===== src/rtl/rxae_pkg.sv =====
`timescale 1ns/1ps
package rxae_pkg;
  localparam int LEN_W         = 12;
  localparam int DEF_MIN_LEN   = 64;
  localparam int DEF_MAX_PLAIN = 1518;
  localparam int DEF_MAX_TAGGED = 1522;
  localparam int DEF_MAX_JUMBO = 2048;

  typedef struct packed {
    logic [LEN_W-1:0] len;
    logic             dribble;
    logic             fcs_err;
    logic             vlan;
  } frame_sum_t;
endpackage


===== src/rtl/rxae_len_limit.sv =====
`timescale 1ns/1ps
module rxae_len_limit
  import rxae_pkg::*;
#(
  parameter int MAX_PLAIN  = DEF_MAX_PLAIN,
  parameter int MAX_TAGGED = DEF_MAX_TAGGED,
  parameter int MAX_JUMBO  = DEF_MAX_JUMBO
) (
  input  logic             vlan_i,
  input  logic             jumbo_i,
  output logic [LEN_W-1:0] max_len_o
);
  localparam logic [LEN_W-1:0] LIM_PLAIN  = LEN_W'(MAX_PLAIN);
  localparam logic [LEN_W-1:0] LIM_TAGGED = LEN_W'(MAX_TAGGED);
  localparam logic [LEN_W-1:0] LIM_JUMBO  = LEN_W'(MAX_JUMBO);

  // The jumbo setting takes priority over the tag flag.
  always_comb begin
    if (jumbo_i)     max_len_o = LIM_JUMBO;
    else if (vlan_i) max_len_o = LIM_TAGGED;
    else             max_len_o = LIM_PLAIN;
  end
endmodule


===== src/rtl/rxae_qualify.sv =====
`timescale 1ns/1ps
module rxae_qualify
  import rxae_pkg::*;
#(
  parameter int MIN_LEN = DEF_MIN_LEN
) (
  input  logic             valid_i,
  input  frame_sum_t       sum_i,
  input  logic [LEN_W-1:0] max_len_i,
  output logic             hit_o
);
  localparam logic [LEN_W-1:0] LIM_MIN = LEN_W'(MIN_LEN);

  logic above_min, below_max, flags_ok;

  // The length is counted in whole bytes only. A frame that sits exactly
  // at the bound and has a partial byte after it stays inside the window.
  assign above_min = (sum_i.len >= LIM_MIN);
  assign below_max = (sum_i.len <= max_len_i);
  assign flags_ok  = sum_i.fcs_err & sum_i.dribble;
  assign hit_o     = valid_i & flags_ok & above_min & below_max;
endmodule


===== src/rtl/rxae_sat_cnt.sv =====
`timescale 1ns/1ps
module rxae_sat_cnt #(
  parameter int CNT_W = 32
) (
  input  logic             clk_i,
  input  logic             rst_ni,
  input  logic             inc_i,
  input  logic             rd_en_i,
  output logic [CNT_W-1:0] cnt_o,
  output logic             rd_valid_o,
  output logic [CNT_W-1:0] rd_data_o
);
  localparam logic [CNT_W-1:0] CNT_MAX = '1;
  localparam logic [CNT_W-1:0] CNT_ONE = CNT_W'(1);

  logic [CNT_W-1:0] cnt_q, cnt_d;
  logic             at_max;

  assign at_max = (cnt_q == CNT_MAX);

  // A read clears the count. An event in the same cycle as the read
  // becomes the first unit of the new count.
  always_comb begin
    cnt_d = cnt_q;
    if (rd_en_i)              cnt_d = inc_i ? CNT_ONE : '0;
    else if (inc_i && !at_max) cnt_d = cnt_q + CNT_ONE;
  end

  always_ff @(posedge clk_i or negedge rst_ni) begin
    if (!rst_ni) begin
      cnt_q      <= '0;
      rd_valid_o <= 1'b0;
      rd_data_o  <= '0;
    end else begin
      cnt_q      <= cnt_d;
      rd_valid_o <= rd_en_i;
      if (rd_en_i) rd_data_o <= cnt_q;
    end
  end

  assign cnt_o = cnt_q;
endmodule


===== src/rtl/rxae_rx_align_cnt.sv =====
`timescale 1ns/1ps
module rxae_rx_align_cnt
  import rxae_pkg::*;
#(
  parameter int CNT_W      = 32,
  parameter int MIN_LEN    = DEF_MIN_LEN,
  parameter int MAX_PLAIN  = DEF_MAX_PLAIN,
  parameter int MAX_TAGGED = DEF_MAX_TAGGED,
  parameter int MAX_JUMBO  = DEF_MAX_JUMBO
) (
  input  logic             clk_i,
  input  logic             rst_ni,
  input  logic             fe_valid_i,
  input  logic [LEN_W-1:0] fe_len_i,
  input  logic             fe_dribble_i,
  input  logic             fe_fcs_err_i,
  input  logic             fe_vlan_i,
  input  logic             cfg_jumbo_i,
  input  logic             rd_en_i,
  output logic             rd_valid_o,
  output logic [CNT_W-1:0] rd_data_o
);
  frame_sum_t       sum;
  logic [LEN_W-1:0] max_len;
  logic             hit;
  logic [CNT_W-1:0] cnt_val;

  assign sum = '{len: fe_len_i, dribble: fe_dribble_i,
                 fcs_err: fe_fcs_err_i, vlan: fe_vlan_i};

  rxae_len_limit #(
    .MAX_PLAIN (MAX_PLAIN),
    .MAX_TAGGED(MAX_TAGGED),
    .MAX_JUMBO (MAX_JUMBO)
  ) limit_i (
    .vlan_i   (fe_vlan_i),
    .jumbo_i  (cfg_jumbo_i),
    .max_len_o(max_len)
  );

  rxae_qualify #(.MIN_LEN(MIN_LEN)) qual_i (
    .valid_i  (fe_valid_i),
    .sum_i    (sum),
    .max_len_i(max_len),
    .hit_o    (hit)
  );

  rxae_sat_cnt #(.CNT_W(CNT_W)) cnt_i (
    .clk_i     (clk_i),
    .rst_ni    (rst_ni),
    .inc_i     (hit),
    .rd_en_i   (rd_en_i),
    .cnt_o     (cnt_val),
    .rd_valid_o(rd_valid_o),
    .rd_data_o (rd_data_o)
  );
endmodule


===== config.mk =====
export PLATFORM = sky130hd
export DESIGN_NAME = rxae_rx_align_cnt
export DESIGN_NICKNAME = d
export VERILOG_FILES = /design/src/rtl/rxae_pkg.sv /design/src/rtl/rxae_len_limit.sv /design/src/rtl/rxae_qualify.sv /design/src/rtl/rxae_sat_cnt.sv /design/src/rtl/rxae_rx_align_cnt.sv
export SDC_FILE = /design/constraint.sdc
export NUM_CORES = 1
export LEC_CHECK = 0
export BUFFER_PORTS_ARGS = -buffer_cell sky130_fd_sc_hd__buf_4
export CAP_MARGIN = 0
export CELL_PAD_IN_SITES_DETAIL_PLACEMENT = 1
export CELL_PAD_IN_SITES_GLOBAL_PLACEMENT = 1
export CORE_MARGIN = 3
export CORE_UTILIZATION = 48
export CTS_CLUSTER_DIAMETER = 50
export CTS_CLUSTER_SIZE = 12
export DETAILED_ROUTE_END_ITERATION = 12
export PLACE_DENSITY_LB_ADDON = 0.08
export SLEW_MARGIN = 20
export SYNTH_ARGS = -nofsm -noshare
export SYNTH_HDL_FRONTEND = slang
export SYNTH_SLANG_ARGS = --single-unit

===== constraint.sdc =====
create_clock -name clk_i -period 4.72 [get_ports clk_i]
set_input_delay 0.944 -clock clk_i [delete_from_list [all_inputs] [get_ports clk_i]]
set_output_delay 0.944 -clock clk_i [all_outputs]
set_load 0.02 [all_outputs]

==> out/results.ini, run 1 <==
[run_status]
outcome = finished clean

[hold_path]
hp-start = cnt_i.rd_data_o[8]
hold_depth = 1
hold_path.class = register to register
hold_end = cnt_i.rd_data_o[8]

[routing]
antenna_left = 0
first_pass_iters = 4
drcViolationCount = 0
avgViaCountPerCell = 5.72
wire_per_inst_um = 16.4
wirelength_um = 7470
drt_iter0_drc = 96
vias = 2614

[power_and_ir_drop]
totalPowerFinal_mw = 1.08
leakagePower_nw = 1.79
max-vdd-ir-drop_mv = 0.168
p_sw_frac = 0.229
powerDensity_nw_per_um2 = 272
seq_power_share = 0.521
p_comb_frac = 0.070
power.internal_uw = 830
clockPowerShare = 0.409
switching_power_uw = 247

[synthesis]
yosysUniqueCellTypes = 38
synth-seq-area-share = 0.486
netlist_instances = 314
async_flop_share = 1.00
synth_area_per_cell_um2 = 10.7
synth_warnings = 0
ys_ff_latch = 65
synth_flop_cell = dfrtp_1
syn-cell-area_um2 = 3350
syn-num-nets = 345
synth_edf_count = 0

[critical_path]
arrival_ns = 3.50
cpMaxStageDelayCell = a2111oi_2
cp-start-kind = input port
ff2ff_path_depth = 6
cpPeakStageDelay_ns = 0.39
r2r-end = cnt_i.cnt_o[31]
r2r_start = cnt_i.cnt_o[10]
reg2reg_slack_ns = 2.13
required_ns = 4.94
path_buf_inv = 2
critical_path.top_delay_family = compound AO/OA/AOI/OAI gates
crit_chain = buf_4 -> or2_2 -> ha_1 -> a21oi_1 -> a21oi_1 -> a2111oi_2 -> o221ai_2 -> buf_4 -> nor4b_1 -> mux2_2
worst-path-max-fanout = 52
cp-end-kind = register
crit_type = input port to register

[clocking]
cts_hold_buf = 0
tritoncts = yes
cts_resized = 0
clock_path_buffers = 2
cts.sinks = 65
clk_latency_ns = 0.34
h-tree-depth = 3
numCtsBuffers = 9
cts_setup_buffers = 0
clk_pin_slew_ns = 0.06
cts_root_buffer = clkbuf_8

[timing]
period_needed_ns = 3.28
setup_viol = 0
slew_headroom = 0.446
rsz0062_at_grt = false
period_share = 0.694
worst_pin_slew_ns = 0.831
hold_slack_ns = 0.507
fmax_mhz = 305
hold_violations = 0
finClkSkew_ns = 0.00397
tns_ns = 0
drv_slew = 0

[die]
fp.dieW_um = 89.5
rows = 29
ios = 53
die-height_um = 89.5
core_um2 = 6570
fp.dieArea_um2 = 8010
start_util = 0.509

[cells_and_area]
areaGrowthSynthToFinish_pct = 18.3
drive_above_1_share = 0.310
nets = 391
fin_util = 0.603
diodes = 0
fin_cells = 457

[grt]
grt_max_degree = 79
grt_pass1_wl_um = 12500
grt_antenna_before_repair = 0
grt_pass1_vias = 2628
grt_overflow = 0
grt_use_total = 0.200

[place]
dp_cells = 442
dp_hpwl_um = 5060
place.gp.congestion = 0.814
portBuffers = 52

[flow_run]
drv_cap = 0

==> per-stage QoR <==
stage	worst slack [ns]	cell area (µm²)
2_1_floorplan	1.47	3350
3_3_place_gp	1.17	3780
3_5_place_dp	1.07	3780
4_1_cts	1.43	3960
5_1_grt	1.30	3960
6_report	1.44	3960
==> area by class of cell <==
type,instances,area (µm²)
multi-input cells,228,1630
fillers,719,2610
flip-flops and latches,65,1630
inverters,3,11.3
clock inverters,3,42.5
clock buffers,12,135
well taps,93,116
repair buffers,53,398
==> registers in the layout, indices dropped and copies added, names as in the netlist <==
register          count
cnt_i.cnt_o          32
cnt_i.rd_data_o      32
cnt_i.rd_valid_o      1
==> metal layers <==
layer  GRT usage  vias to the layer above  wire length, µm
li1            -                     1244                -
met1       0.257                     1311             3470
met2       0.338                       49             3660
met3      0.0452                       10              262
met4      0.0609                        0               77
met5           0                        -                0
==> worst max path at each step <==
stage          cells after the start  slack [ns]               to         from
2_1_floorplan                      9        1.47  cnt_i.cnt_o[28]    fe_vlan_i
3_3_place_gp                      10        1.17  cnt_i.cnt_o[28]  cfg_jumbo_i
3_5_place_dp                      10        1.07  cnt_i.cnt_o[28]  cfg_jumbo_i
4_1_cts                           10        1.43  cnt_i.cnt_o[28]  cfg_jumbo_i
5_1_grt                           10        1.30  cnt_i.cnt_o[28]  cfg_jumbo_i
6_report                          10        1.44  cnt_i.cnt_o[28]  cfg_jumbo_i
==> power by group through the flow <==
stage | Combinational (mW) | Clock (mW) | Sequential, mW
after floorplan | 0.0403 | 0 | 0.573
after global placement | 0.0742 | 0 | 0.571
after detailed placement | 0.0770 | 0 | 0.571
after CTS | 0.0771 | 0.454 | 0.561
after global routing | 0.0854 | 0.481 | 0.561
final | 0.0755 | 0.440 | 0.561
==> kinds of logic after synthesis <==
group,share of synthesized area
buf+inv,0.0269
flops,0.486
fa+ha+maj,0.0411
mux,0.144
compound gates,0.0912
simple gates,0.210
==> synthesized netlist by cell type (all sizes together) (4+ instances only) <==
| master | count | area [µm²] |
|---|---|---|
| nand3 | 13 | 65.1 |
| clkbuf | 12 | 46.3 |
| or4 | 7 | 52.6 |
| mux2 | 42 | 473 |
| nor2 | 17 | 63.8 |
| o21ai | 14 | 70.1 |
| or3 | 12 | 75.1 |
| a21oi | 24 | 120 |
| dfrtp | 65 | 1630 |
| nand2 | 16 | 60.1 |
| nand2b | 4 | 25.0 |
| o31ai | 7 | 52.6 |
| ha | 11 | 138 |
| nor3 | 9 | 45.0 |
| buf | 6 | 32.5 |
| nand4 | 14 | 93.8 |
| and4 | 4 | 35.0 |
| nor2b | 11 | 68.8 |
==> placed cells by master, fill, tap and decap left out, drive strengths merged <==
cell type  synthesis  final
or4                7      7
a21oi             24     24
buf                6     53
o21bai             2      2
clkbuf            12     12
mux2              42     42
or3               12     12
nor4               3      3
nand4             14     14
nand3             13     13
o41ai              1      1
bufinv             0      1
dfrtp             65     65
nor3               9      9
o311ai             1      1
ha                11     11
a2111oi            1      1
clkinv             0      1
nor4b              2      2
nand2b             4      4
o31ai              7      7
nand3b             1      1
or2                2      2
o221ai             1      1
o21ai             14     14
clkinvlp           0      1
and4               4      4
nand2             16     16
mux2i              1      1
nor3b              1      1
nor2b             11     11
inv                3      3
and2               2      2
nand4b             2      2
nor2              17     17
and3               3      3
(Power assumes the default switching activity.)
==> run 2: changes to the inputs <==
Settings changed: CORE_UTILIZATION 48 to 44.
Clock period 4.72 ns to 3.4 ns, I/O delays scaled along.
==> out/results.ini, run 2 (synthesis results as in run 1) <==
[run_status]
outcome = finished clean

[place]
dp_cells = 449
dpl_cell_area_um2 = 3810
dp_slack_ns = 0.0962
place.gp.congestion = 0.795
portBuffers = 52
dp_hpwl_um = 5000

[timing]
final.setup.worst_slack_ns = 0.411
setup_viol = 0
hold_slack_ns = 0.453
period_share = 0.879
finClkSkew_ns = 0.00882
tns_ns = 0
period_needed_ns = 2.99
rsz0062_at_grt = false
worst_pin_slew_ns = 0.850
hold_violations = 0
slew_headroom = 0.434
fmax_mhz = 335
drv_slew = 0

[grt]
grt_pass1_wl_um = 13100
grt_max_degree = 79
grt_overflow = 0
grt_use_total = 0.189
grt_antenna_before_repair = 0
grt_pass1_vias = 2679

[cells_and_area]
diodes = 0
layout_common_cells = dfrtp_1 (65), buf_4 (53), mux2_2 (42)
areaGrowthSynthToFinish_pct = 20.3
nets = 392
fillers = 793
drive_above_1_share = 0.321
final_cell_area_um2 = 4030
mostFrequentLayoutCell = dfrtp_1
fin_util = 0.549
fin_cells = 464

[routing]
drt_iter0_drc = 97
wire_per_inst_um = 16.4
wirelength_um = 7620
avgViaCountPerCell = 5.67
vias = 2630
drcViolationCount = 0
top_layer = met4
route.met3.wl_um = 266
met1Wirelength_um = 3650
antenna_left = 0
first_pass_iters = 4
wl_met2_um = 3610

[die]
fp.dieW_um = 93.2
fp.dieArea_um2 = 8690
die-height_um = 93.2
rows = 31
start_util = 0.456
ios = 53
core_um2 = 7330

[clocking]
cts.sinks = 65
clk_pin_slew_ns = 0.07
clk_latency_ns = 0.34
h-tree-depth = 3
cts_root_buffer = clkbuf_8
clock_path_buffers = 2
numCtsBuffers = 9
cts_resized = 0
tritoncts = yes
cts_hold_buf = 0
cts_setup_buffers = 0

[critical_path]
crit_chain = buf_4 -> or2_2 -> ha_1 -> a21oi_1 -> a21oi_1 -> a2111oi_2 -> o221ai_2 -> buf_12 -> nor4b_1 -> mux2_2
arrival_ns = 3.22
worst-path-max-fanout = 52
r2r_start = cnt_i.cnt_o[10]
crit_type = input port to register
cp-start-kind = input port
cpPeakStageDelay_ns = 0.42
cp-end-kind = register
crit_path_frequent_cell = a21oi_1
critPathLaunch = cfg_jumbo_i
required_ns = 3.63
cpMaxStageDelayCell = a2111oi_2

[hold_path]
hold_path.class = input port to asynchronous set/reset pin

[power_and_ir_drop]
max-vdd-ir-drop_mv = 0.245
leakagePower_nw = 1.82
totalPowerFinal_mw = 1.61
powerDensity_nw_per_um2 = 400

[flow_run]
drv_cap = 0

run 2: cell types whose count changed in the layout (fill, tap and decap cells not counted):
cell	before	now
buf_12	0	1
bufinv_16	1	2
clkbuf_1	3	0
clkbuf_8	9	10
clkinvlp_4	1	2
run 2: area by class of cell:
cell class,instances,area (µm²),area share
Tap cell,99,124,0.0308
Clock inverter,5,80.1,0.0199
Timing Repair Buffer,54,418,0.104
Inverter,3,11.3,0.00280
Sequential cell,65,1630,0.404
Multi-Input combinational cell,228,1630,0.405
Clock buffer,10,138,0.0342
run 2: power by group:
part / internal (mW) / total [mW] / switching (mW)
clock network: 0.427 / 0.724 / 0.297
registers: 0.776 / 0.779 / 0.00274
logic: 0.0427 / 0.108 / 0.0650
run 2: final timing paths:
kind | to | slack, ns | cells past startpoint
max | cnt_i.cnt_o[28] | 0.41 | 10
min | cnt_i.rd_data_o[11] | 0.45 | 1
max reg2reg | cnt_i.cnt_o[31] | 0.86 | 6
min reg2reg | cnt_i.rd_data_o[10] | 0.51 | 1
max in group asynchronous | cnt_i.cnt_o[20] | 2.40 | 1
min in group clk_i | cnt_i.rd_data_o[10] | 0.51 | 1
run 2: per-layer routing:
layer,GRT usage,up-vias
met5,0,-
met4,0.0562,0
met3,0.0467,11
met2,0.305,44
met1,0.252,1311
li1,-,1264
run 2: worst max-delay path, delay by kind of cell:
| kind | cells | cell delay [ns] |
|---|---|---|
| buffers and inverters | 2 | 0.35 |
| AO/OA/AOI/OAI | 4 | 0.85 |
| AND/OR/NAND/NOR | 2 | 0.64 |
| multiplexers | 1 | 0.37 |
| adder cells (fa/ha/maj) | 1 | 0.31 |
==> run 3: changes to the inputs <==
Clock period 3.4 ns to 3.3 ns, I/O delays scaled along.
==> out/results.ini, run 3 (synthesis results as in run 1) <==
[run_status]
outcome = finished clean

[critical_path]
crit_type = input port to register
required_ns = 3.53
reg2reg_slack_ns = 0.96
ff2ff_path_depth = 5
worst-path-max-fanout = 52
r2r_start = cnt_i.cnt_o[10]
cp-start-kind = input port
r2r-end = cnt_i.cnt_o[15]
cp-end-kind = register
arrival_ns = 3.16

[hold_path]
hold_path.class = input port to asynchronous set/reset pin

[die]
fp.dieArea_um2 = 8690
rows = 31
fp.dieW_um = 93.2
core_um2 = 7330
ios = 53
start_util = 0.456
die-height_um = 93.2

[cells_and_area]
nets = 393
final_cell_area_um2 = 4050
diodes = 0
fin_cells = 466
areaGrowthSynthToFinish_pct = 20.9
fin_util = 0.552
mostFrequentLayoutCell = dfrtp_1
fillers = 783
layout_common_cells = dfrtp_1 (65), buf_4 (54), mux2_2 (42)
drive_above_1_share = 0.324

[routing]
first_pass_iters = 4
drt_iter0_drc = 93
drcViolationCount = 0
wire_per_inst_um = 16.1
avgViaCountPerCell = 5.67
wirelength_um = 7520
antenna_left = 0
vias = 2644

[timing]
period_needed_ns = 2.93
period_share = 0.888
setup_viol = 0
fmax_mhz = 341
drv_slew = 0
hold_violations = 0
tns_ns = 0
slew_headroom = 0.449
rsz0062_at_grt = false
finClkSkew_ns = 0.0112
worst_pin_slew_ns = 0.826

[grt]
grt_pass1_vias = 2800
grt_antenna_before_repair = 0
grt_overflow = 0
grt_pass1_wl_um = 13100
grt_use_total = 0.189
grt_max_degree = 79

[place]
dp_hpwl_um = 5050
place.gp.congestion = 0.797
portBuffers = 52
dp_cells = 450
dpl_cell_area_um2 = 3820

[power_and_ir_drop]
power.internal_mw = 1.31
p_sw_frac = 0.222
seq_power_share = 0.477
p_comb_frac = 0.065
max-vdd-ir-drop_mv = 0.239
leakagePower_nw = 1.83
switching_power_uw = 374
clockPowerShare = 0.458
powerDensity_nw_per_um2 = 415

[clocking]
tritoncts = yes
cts_root_buffer = clkbuf_8
clock_path_buffers = 2
cts_hold_buf = 0
h-tree-depth = 3
cts_resized = 0
cts.sinks = 65
clk_latency_ns = 0.34
clk_pin_slew_ns = 0.07
cts_setup_buffers = 0
numCtsBuffers = 9

[flow_run]
drv_cap = 0

-- run 3: worst max-delay path, cell delays in order --
cell	delay, ns
buf_4	0.14
or2_2	0.29
ha_1	0.32
a21oi_1	0.13
a21oi_1	0.09
a2111oi_2	0.39
o221ai_2	0.19
buf_12	0.21
nor4_1	0.36
mux2_2	0.37
-- run 3: metal layers --
metal	track usage	vias up	routed length [µm]
met2	0.319	45	3680
met4	0.0440	0	48
li1	-	1265	-
met5	0	-	0
met1	0.243	1329	3520
met3	0.0523	5	273
-- run 3: layout make-up --
cell class / instances / area (µm²) / area share
multi-input cells: 228 / 1630 / 0.403
flip-flops and latches: 65 / 1630 / 0.402
repair buffers: 55 / 425 / 0.105
clock buffers: 11 / 151 / 0.0374
well taps: 99 / 124 / 0.0306
clock inverters: 5 / 77.6 / 0.0192
inverters: 3 / 11.3 / 0.00278
-- run 3: worst max path at each step --
stage / from / end / slack (ns)
floorplan: fe_vlan_i / cnt_i.cnt_o[28] / 0.33
global placement: cfg_jumbo_i / cnt_i.cnt_o[28] / 0.09
detailed placement: cfg_jumbo_i / cnt_i.cnt_o[13] / 0.004
CTS: cfg_jumbo_i / cnt_i.cnt_o[13] / 0.36
global route: cfg_jumbo_i / cnt_i.cnt_o[13] / 0.18
finish: cfg_jumbo_i / cnt_i.cnt_o[5] / 0.37
-- run 3: per-stage QoR --
stage          total power, mW  hold WS (ns)  worst slack, ns
2_1_floorplan            0.877         0.364            0.334
3_3_place_gp             0.926         0.490           0.0921
3_5_place_dp             0.930         0.498          0.00387
4_1_cts                   1.70         0.453            0.364
5_1_grt                   1.75         0.482            0.178
6_report                  1.68         0.407            0.368
-- run 3: power by group through the flow --
stage / combinational (mW) / clock, mW / sequential, mW
after floorplan: 0.0576 / 0 / 0.819
after global placement: 0.108 / 0 / 0.817
after detailed placement: 0.112 / 0 / 0.817
after CTS: 0.113 / 0.787 / 0.802
after global routing: 0.125 / 0.821 / 0.802
final: 0.109 / 0.769 / 0.802
